[config.mk]
export PLATFORM = sky130hd
export DESIGN_NAME = card_sense_irq
export DESIGN_NICKNAME = d
export VERILOG_FILES = /design/src/rtl/card_sense_pkg.sv /design/src/rtl/cs_sync.sv /design/src/rtl/cs_debounce.sv /design/src/rtl/cs_irq.sv /design/src/rtl/cs_status_mux.sv /design/src/rtl/card_sense_irq.sv
export SDC_FILE = /design/constraint.sdc
export NUM_CORES = 1
export LEC_CHECK = 0
export ABC_CLOCK_PERIOD_IN_PS = 2700
export BUFFER_PORTS_ARGS = -buffer_cell sky130_fd_sc_hd__buf_2
export CORE_UTILIZATION = 60
export DETAILED_ROUTE_END_ITERATION = 6
export PLACE_DENSITY = 0.88
export SYNTH_ARGS = -nofsm -noshare
export SYNTH_HDL_FRONTEND = slang
export SYNTH_SLANG_ARGS = --single-unit
[constraint.sdc]
create_clock -name clk_i -period 2.7 [get_ports clk_i]
set_clock_uncertainty 0.05 [all_clocks]
set_input_delay 0.54 -clock clk_i [delete_from_list [all_inputs] [get_ports clk_i]]
set_output_delay 0.54 -clock clk_i [all_outputs]
set_load 0.05 [all_outputs]
[src/rtl/card_sense_pkg.sv]
package card_sense_pkg;
  typedef enum logic [1:0] {
    SEL_CARD = 2'b00,
    SEL_BAT  = 2'b01,
    SEL_CONV = 2'b10,
    SEL_POL  = 2'b11
  } stat_sel_e;

  // synchronized input vector bit positions
  localparam int unsigned IN_DET  = 0;
  localparam int unsigned IN_BAT  = 1;
  localparam int unsigned IN_CONV = 2;
  localparam int unsigned IN_CSN  = 3;
  localparam int unsigned IN_PWR  = 4;
  localparam int unsigned IN_W    = 5;
  // idle levels: detect pulled up, supplies OK, deselected, power off
  localparam logic [IN_W-1:0] IN_IDLE = 5'b01111;
endpackage

[src/rtl/cs_sync.sv]
module cs_sync #(
  parameter int unsigned W = 1,
  parameter int unsigned STAGES = 2,
  parameter logic [W-1:0] RST_VAL = '0
) (
  input  logic         clk_i,
  input  logic         rst_ni,
  input  logic [W-1:0] d_i,
  output logic [W-1:0] q_o
);
  logic [W-1:0] stg_q [STAGES];

  for (genvar s = 0; s < STAGES; s++) begin : g_stage
    always_ff @(posedge clk_i or negedge rst_ni) begin
      if (!rst_ni) stg_q[s] <= RST_VAL;
      else if (s == 0) stg_q[s] <= d_i;
      else stg_q[s] <= stg_q[(s == 0) ? 0 : s-1];
    end
  end

  assign q_o = stg_q[STAGES-1];
endmodule

[src/rtl/cs_debounce.sv]
module cs_debounce #(
  parameter int unsigned DEB_CYCLES = 2500,
  parameter logic RST_LVL = 1'b1
) (
  input  logic clk_i,
  input  logic rst_ni,
  input  logic raw_i,
  output logic level_o,
  output logic evt_o
);
  localparam int unsigned CW = $clog2(DEB_CYCLES + 1);
  localparam logic [CW-1:0] LAST = CW'(DEB_CYCLES - 1);

  logic [CW-1:0] cnt_q;
  logic          level_q, evt_q;
  logic          accept;

  assign accept = (raw_i != level_q) && (cnt_q == LAST);

  always_ff @(posedge clk_i or negedge rst_ni) begin
    if (!rst_ni) begin
      cnt_q   <= '0;
      level_q <= RST_LVL;
      evt_q   <= 1'b0;
    end else begin
      evt_q <= accept;
      if (raw_i == level_q) begin
        cnt_q <= '0;  // reverted: restart window
      end else if (accept) begin
        cnt_q   <= '0;
        level_q <= raw_i;
      end else begin
        cnt_q <= cnt_q + 1'b1;
      end
    end
  end

  assign level_o = level_q;
  assign evt_o   = evt_q;

  a_r2_restart: assert property (@(posedge clk_i) disable iff (!rst_ni)
    (raw_i == level_q) |=> (cnt_q == '0));
  a_r2_full_window: assert property (@(posedge clk_i) disable iff (!rst_ni)
    (level_q != $past(level_q)) |-> ($past(cnt_q) == LAST));
  a_r5_evt_marks_flip: assert property (@(posedge clk_i) disable iff (!rst_ni)
    evt_q |-> (level_q != $past(level_q)));
endmodule

[src/rtl/cs_irq.sv]
module cs_irq (
  input  logic clk_i,
  input  logic rst_ni,
  input  logic card_evt_i,
  input  logic bat_ok_i,
  input  logic conv_ok_i,
  input  logic cs_n_i,
  input  logic pwr_en_i,
  output logic cs_rise_o,
  output logic int_o
);
  logic bat_q, conv_q, cs_q, pwr_q, int_q;
  logic set_irq, clr_irq;

  always_ff @(posedge clk_i or negedge rst_ni) begin
    if (!rst_ni) begin
      bat_q  <= 1'b1;
      conv_q <= 1'b1;
      cs_q   <= 1'b1;
      pwr_q  <= 1'b0;
    end else begin
      bat_q  <= bat_ok_i;
      conv_q <= conv_ok_i;
      cs_q   <= cs_n_i;
      pwr_q  <= pwr_en_i;
    end
  end

  assign set_irq   = card_evt_i | (bat_q & ~bat_ok_i) | (conv_q & ~conv_ok_i);
  assign cs_rise_o = ~cs_q & cs_n_i;
  assign clr_irq   = cs_rise_o | (~pwr_q & pwr_en_i);

  always_ff @(posedge clk_i or negedge rst_ni) begin
    if (!rst_ni)      int_q <= 1'b0;
    else if (set_irq) int_q <= 1'b1;  // set beats clear
    else if (clr_irq) int_q <= 1'b0;
  end

  assign int_o = int_q;

  a_r5_set: assert property (@(posedge clk_i) disable iff (!rst_ni)
    card_evt_i |=> int_q);
  a_r6_supply_set: assert property (@(posedge clk_i) disable iff (!rst_ni)
    ((bat_q && !bat_ok_i) || (conv_q && !conv_ok_i)) |=> int_q);
  a_r7_clear: assert property (@(posedge clk_i) disable iff (!rst_ni)
    (clr_irq && !set_irq) |=> !int_q);
  a_r7_no_spurious: assert property (@(posedge clk_i) disable iff (!rst_ni)
    $rose(int_q) |-> $past(set_irq));
endmodule

[src/rtl/cs_status_mux.sv]
module cs_status_mux
  import card_sense_pkg::*;
(
  input  logic       clk_i,
  input  logic       rst_ni,
  input  logic       prog_sel_i,
  input  logic [1:0] addr_i,
  input  logic       present_i,
  input  logic       bat_ok_i,
  input  logic       conv_ok_i,
  input  logic       pol_nc_i,
  output logic       status_o
);
  logic status_q, status_d;

  always_comb begin
    unique case (stat_sel_e'(addr_i))
      SEL_CARD: status_d = present_i;
      SEL_BAT:  status_d = bat_ok_i;
      SEL_CONV: status_d = conv_ok_i;
      SEL_POL:  status_d = pol_nc_i;
      default:  status_d = present_i;
    endcase
  end

  always_ff @(posedge clk_i or negedge rst_ni) begin
    if (!rst_ni)         status_q <= 1'b0;
    else if (prog_sel_i) status_q <= status_d;
  end

  assign status_o = status_q;

  a_r9_hold: assert property (@(posedge clk_i) disable iff (!rst_ni)
    !prog_sel_i |=> $stable(status_q));
  a_r8_card_sel: assert property (@(posedge clk_i) disable iff (!rst_ni)
    (prog_sel_i && addr_i == 2'b00) |=> (status_q == $past(present_i)));
endmodule

[src/rtl/card_sense_irq.sv]
module card_sense_irq
  import card_sense_pkg::*;
#(
  parameter int unsigned CLK_KHZ     = 50000,
  parameter int unsigned DEBOUNCE_US = 50,
  parameter int unsigned SYNC_STAGES = 2
) (
  input  logic       clk_i,
  input  logic       rst_ni,
  input  logic       det_raw_i,
  input  logic       bat_ok_i,
  input  logic       conv_ok_i,
  input  logic       cs_ni,
  input  logic       pwr_en_i,
  input  logic       prog_sel_i,
  input  logic [1:0] addr_i,
  input  logic       data_i,
  output logic       int_pull_o,
  output logic       status_o
);
  localparam int unsigned DEB_RAW    = (CLK_KHZ * DEBOUNCE_US) / 1000;
  localparam int unsigned DEB_CYCLES = (DEB_RAW < 2) ? 2 : DEB_RAW;

  logic [IN_W-1:0] in_raw, in_s;
  logic det_lvl, card_evt, cs_rise, pol_nc_q, present;

  assign in_raw[IN_DET]  = det_raw_i;
  assign in_raw[IN_BAT]  = bat_ok_i;
  assign in_raw[IN_CONV] = conv_ok_i;
  assign in_raw[IN_CSN]  = cs_ni;
  assign in_raw[IN_PWR]  = pwr_en_i;

  cs_sync #(.W(IN_W), .STAGES(SYNC_STAGES), .RST_VAL(IN_IDLE)) u_sync (
    .clk_i(clk_i), .rst_ni(rst_ni), .d_i(in_raw), .q_o(in_s)
  );

  cs_debounce #(.DEB_CYCLES(DEB_CYCLES), .RST_LVL(IN_IDLE[IN_DET])) u_deb (
    .clk_i(clk_i), .rst_ni(rst_ni), .raw_i(in_s[IN_DET]),
    .level_o(det_lvl), .evt_o(card_evt)
  );

  cs_irq u_irq (
    .clk_i(clk_i), .rst_ni(rst_ni), .card_evt_i(card_evt),
    .bat_ok_i(in_s[IN_BAT]), .conv_ok_i(in_s[IN_CONV]),
    .cs_n_i(in_s[IN_CSN]), .pwr_en_i(in_s[IN_PWR]),
    .cs_rise_o(cs_rise), .int_o(int_pull_o)
  );

  // polarity write on deselect edge; select/address/data held by host
  always_ff @(posedge clk_i or negedge rst_ni) begin
    if (!rst_ni) pol_nc_q <= 1'b0;
    else if (cs_rise && !prog_sel_i && stat_sel_e'(addr_i) == SEL_POL)
      pol_nc_q <= data_i;
  end

  assign present = pol_nc_q ? det_lvl : ~det_lvl;

  cs_status_mux u_stat (
    .clk_i(clk_i), .rst_ni(rst_ni), .prog_sel_i(prog_sel_i), .addr_i(addr_i),
    .present_i(present), .bat_ok_i(in_s[IN_BAT]), .conv_ok_i(in_s[IN_CONV]),
    .pol_nc_i(pol_nc_q), .status_o(status_o)
  );

  a_r4_pol_only_on_write: assert property (@(posedge clk_i) disable iff (!rst_ni)
    (pol_nc_q != $past(pol_nc_q)) |-> $past(cs_rise && !prog_sel_i));
  a_r1_init_polarity: assert property (@(posedge clk_i) disable iff (!rst_ni)
    $rose(rst_ni) |-> !pol_nc_q);
endmodule

# --- Yosys cells after proc, flatten, opt, wreduce, memory -nomap -nowiden ---
# Index checks and enable logic that the tools add are counted.
classes:
  n_reduce_logical: 7
  multipliers: 0
  order_cmp: 0
  div: 0
  addsub: 1
  n_shift: 0
  eq_ne: 6
  n_mux: 6
  bitwise: 13
ops:
  columns: ["cell", "n"]
  rows:
  - ["two-way mux 12 bit", 2]
  - ["adder 12 x 1 -> 12 bit, second input constant", 1]
  - ["== test 12 bit, second input constant", 1]
  - ["NOT 1 bit", 6]
  - ["AND 1 bit", 4]
  - ["== test 2 bit, second input constant", 2]
  - ["case mux 1 bit (4 select lines)", 1]
  - ["logical AND 1 bit", 3]
  - ["two-way mux 1 bit", 3]
  - ["bitwise OR 1 bit", 3]
  - ["== test 2 x 1 -> 1 bit, second input constant", 1]
  - ["logical NOT 2 bit", 1]
  - ["AND reduction 2 bit", 1]
  - ["nonzero test 2 bit", 1]
  - ["== test 1 bit", 1]
  - ["logical NOT 1 bit", 1]
  - ["!= test 1 bit", 1]
totals:
  out_inout_bits: 2
  rom_bits: 0
  wordCells: 45
  memories: 0
  latchBits: 0
  ramBits: 0
  reg_bits: 31

# --- Depth between registers and ports, before layout ---
logic_depth:
  depth_word: 5
  depth_mapped: 5
  ltp_nobuf: 4

# --- By module ---
# From an unflattened synthesis, not the netlist that was laid out.
hier_totals:
  cells_unflattened: 102
  area_unflattened_um2: 1272.5
modules_own_cells:
  columns: ["module", "n_inst", "area_each_um2", "cells_each"]
  rows:
  - ["cs_debounce", 1, 673.1, 64]
  - ["cs_sync", 1, 297.8, 15]
  - ["cs_irq", 1, 171.4, 12]
  - ["cs_status_mux", 1, 76.3, 7]
  - ["card_sense_irq", 1, 53.8, 4]

# --- Worst setup path before layout ---
# No wires, ideal clock.
synth_timing:
  kind: "register -> register"
  start: "reg u_deb.cnt_q[0]"
  end: "reg u_deb.cnt_q[2]"
  required_time_ps: 2529
  t_arrival_ps: 1352
  path_stages_with_launch: 6
  setup_slack_ps: 1176
  synth_period_minus_slack_ps: 1524
  cell_sequence: "dfrtp_1 ha_1 nor4b_1 a41o_2 buf_2 nor2_1"
synth_via:
  elab_chain_cells: 4
synth_rtl:
  columns: ["item", "line_no", "source"]
  rows:
  - ["from (decl)", "cs_debounce.sv:14", "logic [CW-1:0] cnt_q;"]
  - ["from (signal assigned)", "cs_debounce.sv:33", "cnt_q <= cnt_q + 1'b1;"]
  - ["parallel branches: the longest is 2 deep, another holds adder 12 x 1 -> 12 bit", null, null]
  - ["two-way mux 12 bit *", "cs_debounce.sv:29", "end else if (accept) begin"]
  - ["two-way mux 12 bit *", "cs_debounce.sv:27", "if (raw_i == level_q) begin"]
# Every way passes the cells marked *.
# A chain may end at the register's enable or synchronous reset.

# --- Worst setup path after layout ---
layout_timing:
  start: "reg u_deb.cnt_q[0]"
  end: "reg u_deb.cnt_q[10]"
# Same word-level chain as after synthesis.

==> results.yml <==
yosys:
  yosysWarnings: 0
  syn_inst: 93
  synth.net_count: 105
  synthTopCellsByArea: "dfrtp_1 (39%), dfstp_2 (26%), a21oi_1 (2.9%), mux2_2 (2.8%), nor2_1 (2.2%)"
  netlist_area_sq_um: 1210
  yosysTopAreaCell: "dfrtp_1"
  synth-seq-cells: 31
  synth_top_family_by_area: "simple AND/OR/NAND/NOR gates"
  synth.area.mux_share: 0.0464
  synth-xor-area-share: 0.0361
  synth_compound_area_frac: 0.0867
  yosys.cell_types.count: 27
  synth_adder_area_share: 0.0103
  yosysSeqAreaShare: 0.652
  synth_top_area_frac: 0.392
  avgSynthCellArea_sq_um: 13.0
  synth_simple_gate_area_frac: 0.155
global_routing:
  grt_max_degree: 32
  grt_usage: 0.227
  overflow: 0
  first_global_vias: 734
  grt_pass1_wl_mm: 3.34
  antenna_found_initial: 0
sta:
  fin_crit_sh: 0.631
  final.min_clock_period_ns: 1.70
  worst_pin_slew_ns: 0.637
  worst_hold_slack_ns: 0.194
  slew_violations: 0
  setup_viol: 0
  max_freq_mhz: 587
  final.setup.tns_ns: 0
  rsz0062_at_grt: "false"
  hold_viol_final: 0
  slew_headroom: 0.575
floorplanning:
  start_util: 0.673
  core_sq_um: 1800
  ios: 13
  row_count: 15
  die_h_microns: 47.0
  fp.dieArea_sq_um: 2200
  die_w_microns: 47.0
place:
  hpwl_mm: 1.43
  portBuffers: 12
  placed_area_sq_um: 1300
  gp_congestion: 0.809
  placed_cells: 129
worst_setup_path:
  arrival_ns: 1.84
  critPathRequiredTime_ns: 2.84
  path_class: "flip-flop to flip-flop"
  crit_path_max_fanout: 12
  start_kind: "flip-flop"
  end_kind: "flip-flop"
clocking:
  cts.repair.resized: 0
  numCtsBuffers: 5
  postCtsSetupRepairBufs: 0
  worstSkewPairLatency_ns: 0.31
  cts-root-buf: "clkbuf_4"
  clock_sinks: 31
  cts_htree_levels: 2
  clkTransAtPathRegs_ns: 0.09
  cts_tree: "yes"
  cts_buffer_depth: 2
  holdBufCountCts: 0
detailed_routing:
  drc: 0
  vias: 776
  drt-total-wl_mm: 2.02
  drt_pass1_iterations: 4
  postRouteAntennaNets: 0
  initialDrtViolationCount: 17
  via_per_inst: 5.66
  wl_per_cell_microns: 14.8
flow_run:
  cap_violations: 0
run_status:
  status: "completed"
layout:
  syn_to_final_growth_pct: 14.2
  layout-drive-gt1-share: 0.366
  fin_util: 0.769
  nNetsFinal: 123
  fin_area_sq_um: 1390
  antennaDiodeCount: 0
  largest_reg_flops: 12
  regMostFlops: "u_deb.cnt_q"
  fin_cells: 137
power:
  peakVddDrop_mv: 0.509
  p_leak_nw: 0.594
  p_per_area_nw_per_um2: 678
hold_path:
  hold_path_class: "primary input to asynchronous set/reset pin"
-- worst paths after layout --
| check | end | depth (start not counted) | from | slack [ns] |
|---|---|---|---|---|
| min | u_deb.cnt_q[8] | 1 | rst_ni | 0.19 |
| min in group clk_i | u_sync.stg_q[7] | 1 | conv_ok_i | 0.28 |
| max in group asynchronous | u_sync.q_o[4] | 1 | rst_ni | 1.99 |
| min reg2reg | u_sync.q_o[3] | 0 | u_sync.stg_q[8] | 0.30 |
| max reg2reg | u_deb.cnt_q[10] | 4 | u_deb.cnt_q[0] | 1.0 |
| max | u_deb.cnt_q[10] | 4 | u_deb.cnt_q[0] | 1.0 |
-- cells by family (layout without fill, tap and decap cells) --
family | after synthesis | count (layout)
adder cells (fa/ha/maj) | 1 | 1
flip-flops | 31 | 31
AND/OR/NAND/NOR | 31 | 31
XOR/XNOR | 5 | 5
multiplexers | 4 | 4
AO/OA/AOI/OAI | 17 | 17
buffers and inverters | 4 | 23
-- cells in the mapped netlist --
| library cell | n |
|---|---|
| ha_1 | 1 |
| or3_1 | 2 |
| nor3_1 | 1 |
| inv_1 | 3 |
| dfrtp_1 | 19 |
| or4_1 | 3 |
| nand2b_1 | 2 |
| nand4_4 | 1 |
| nand2_1 | 4 |
| dfstp_2 | 12 |
| mux4_2 | 1 |
| xnor2_1 | 3 |
| buf_2 | 1 |
| mux2_2 | 3 |
| and4b_2 | 1 |
| nand3_1 | 5 |
| or3_2 | 2 |
| nor2_1 | 7 |
| o22ai_1 | 1 |
| a21oi_1 | 7 |
| a311o_1 | 1 |
| xor2_1 | 2 |
| o21ai_0 | 4 |
| nand4_1 | 2 |
| nor4b_1 | 1 |
| o31ai_1 | 3 |
| a41o_2 | 1 |
-- power breakdown --
part | internal, mW | switching (mW) | leakage [nW]
sequential | 0.493 | 0.0143 | 0.375
combinational | 0.0282 | 0.0427 | 0.171
clock | 0.219 | 0.141 | 0.0482
total | 0.740 | 0.198 | 0.594
-- cells in the final DEF (no fill, tap or decap), types with 2 or more instances in the layout --
cell	count
nand2b_1	2
nand4_1	2
or3_2	2
buf_2	12
or3_1	2
dfrtp_1	19
mux2_2	3
nand3_1	5
xnor2_1	3
dfstp_2	12
a21oi_1	7
o31ai_1	3
nor2_1	7
xor2_1	2
or4_1	3
o21ai_0	4
clkbuf_4	5
nand2_1	4
inv_1	3
-- area by class of cell --
cell class,instances,area (sq um)
clock inverters,2,35.0
clock buffers,6,51.3
fillers,124,417
multi-input cells,58,405
repair buffers,12,60.1
inverters,3,11.3
well taps,25,31.3
flip-flops and latches,31,791
-- per-layer routing --
metal | part of all wire | global-route usage | vias up
met3 | 0.042 | 0.0692 | 2
li1 | - | - | 376
met4 | 0.0064 | 0.0686 | 0
met5 | 0 | 0 | -
met1 | 0.45 | 0.306 | 378
met2 | 0.50 | 0.358 | 20
-- worst max-delay path, cell delays in order, from the launching register on --
cell	delay (ns)
dfrtp_1	0.38
ha_1	0.26
nor4b_1	0.40
a41o_2	0.41
a21oi_1	0.08
-- per-stage QoR --
step                      setup WS, ns  power (mW)
after CTS                         1.03       0.947
after floorplan                   1.18       0.558
final                            0.997       0.939
after global routing             0.870       0.976
after detailed placement          1.06       0.588
after global placement            1.15       0.583
(Power assumes the default switching activity.)
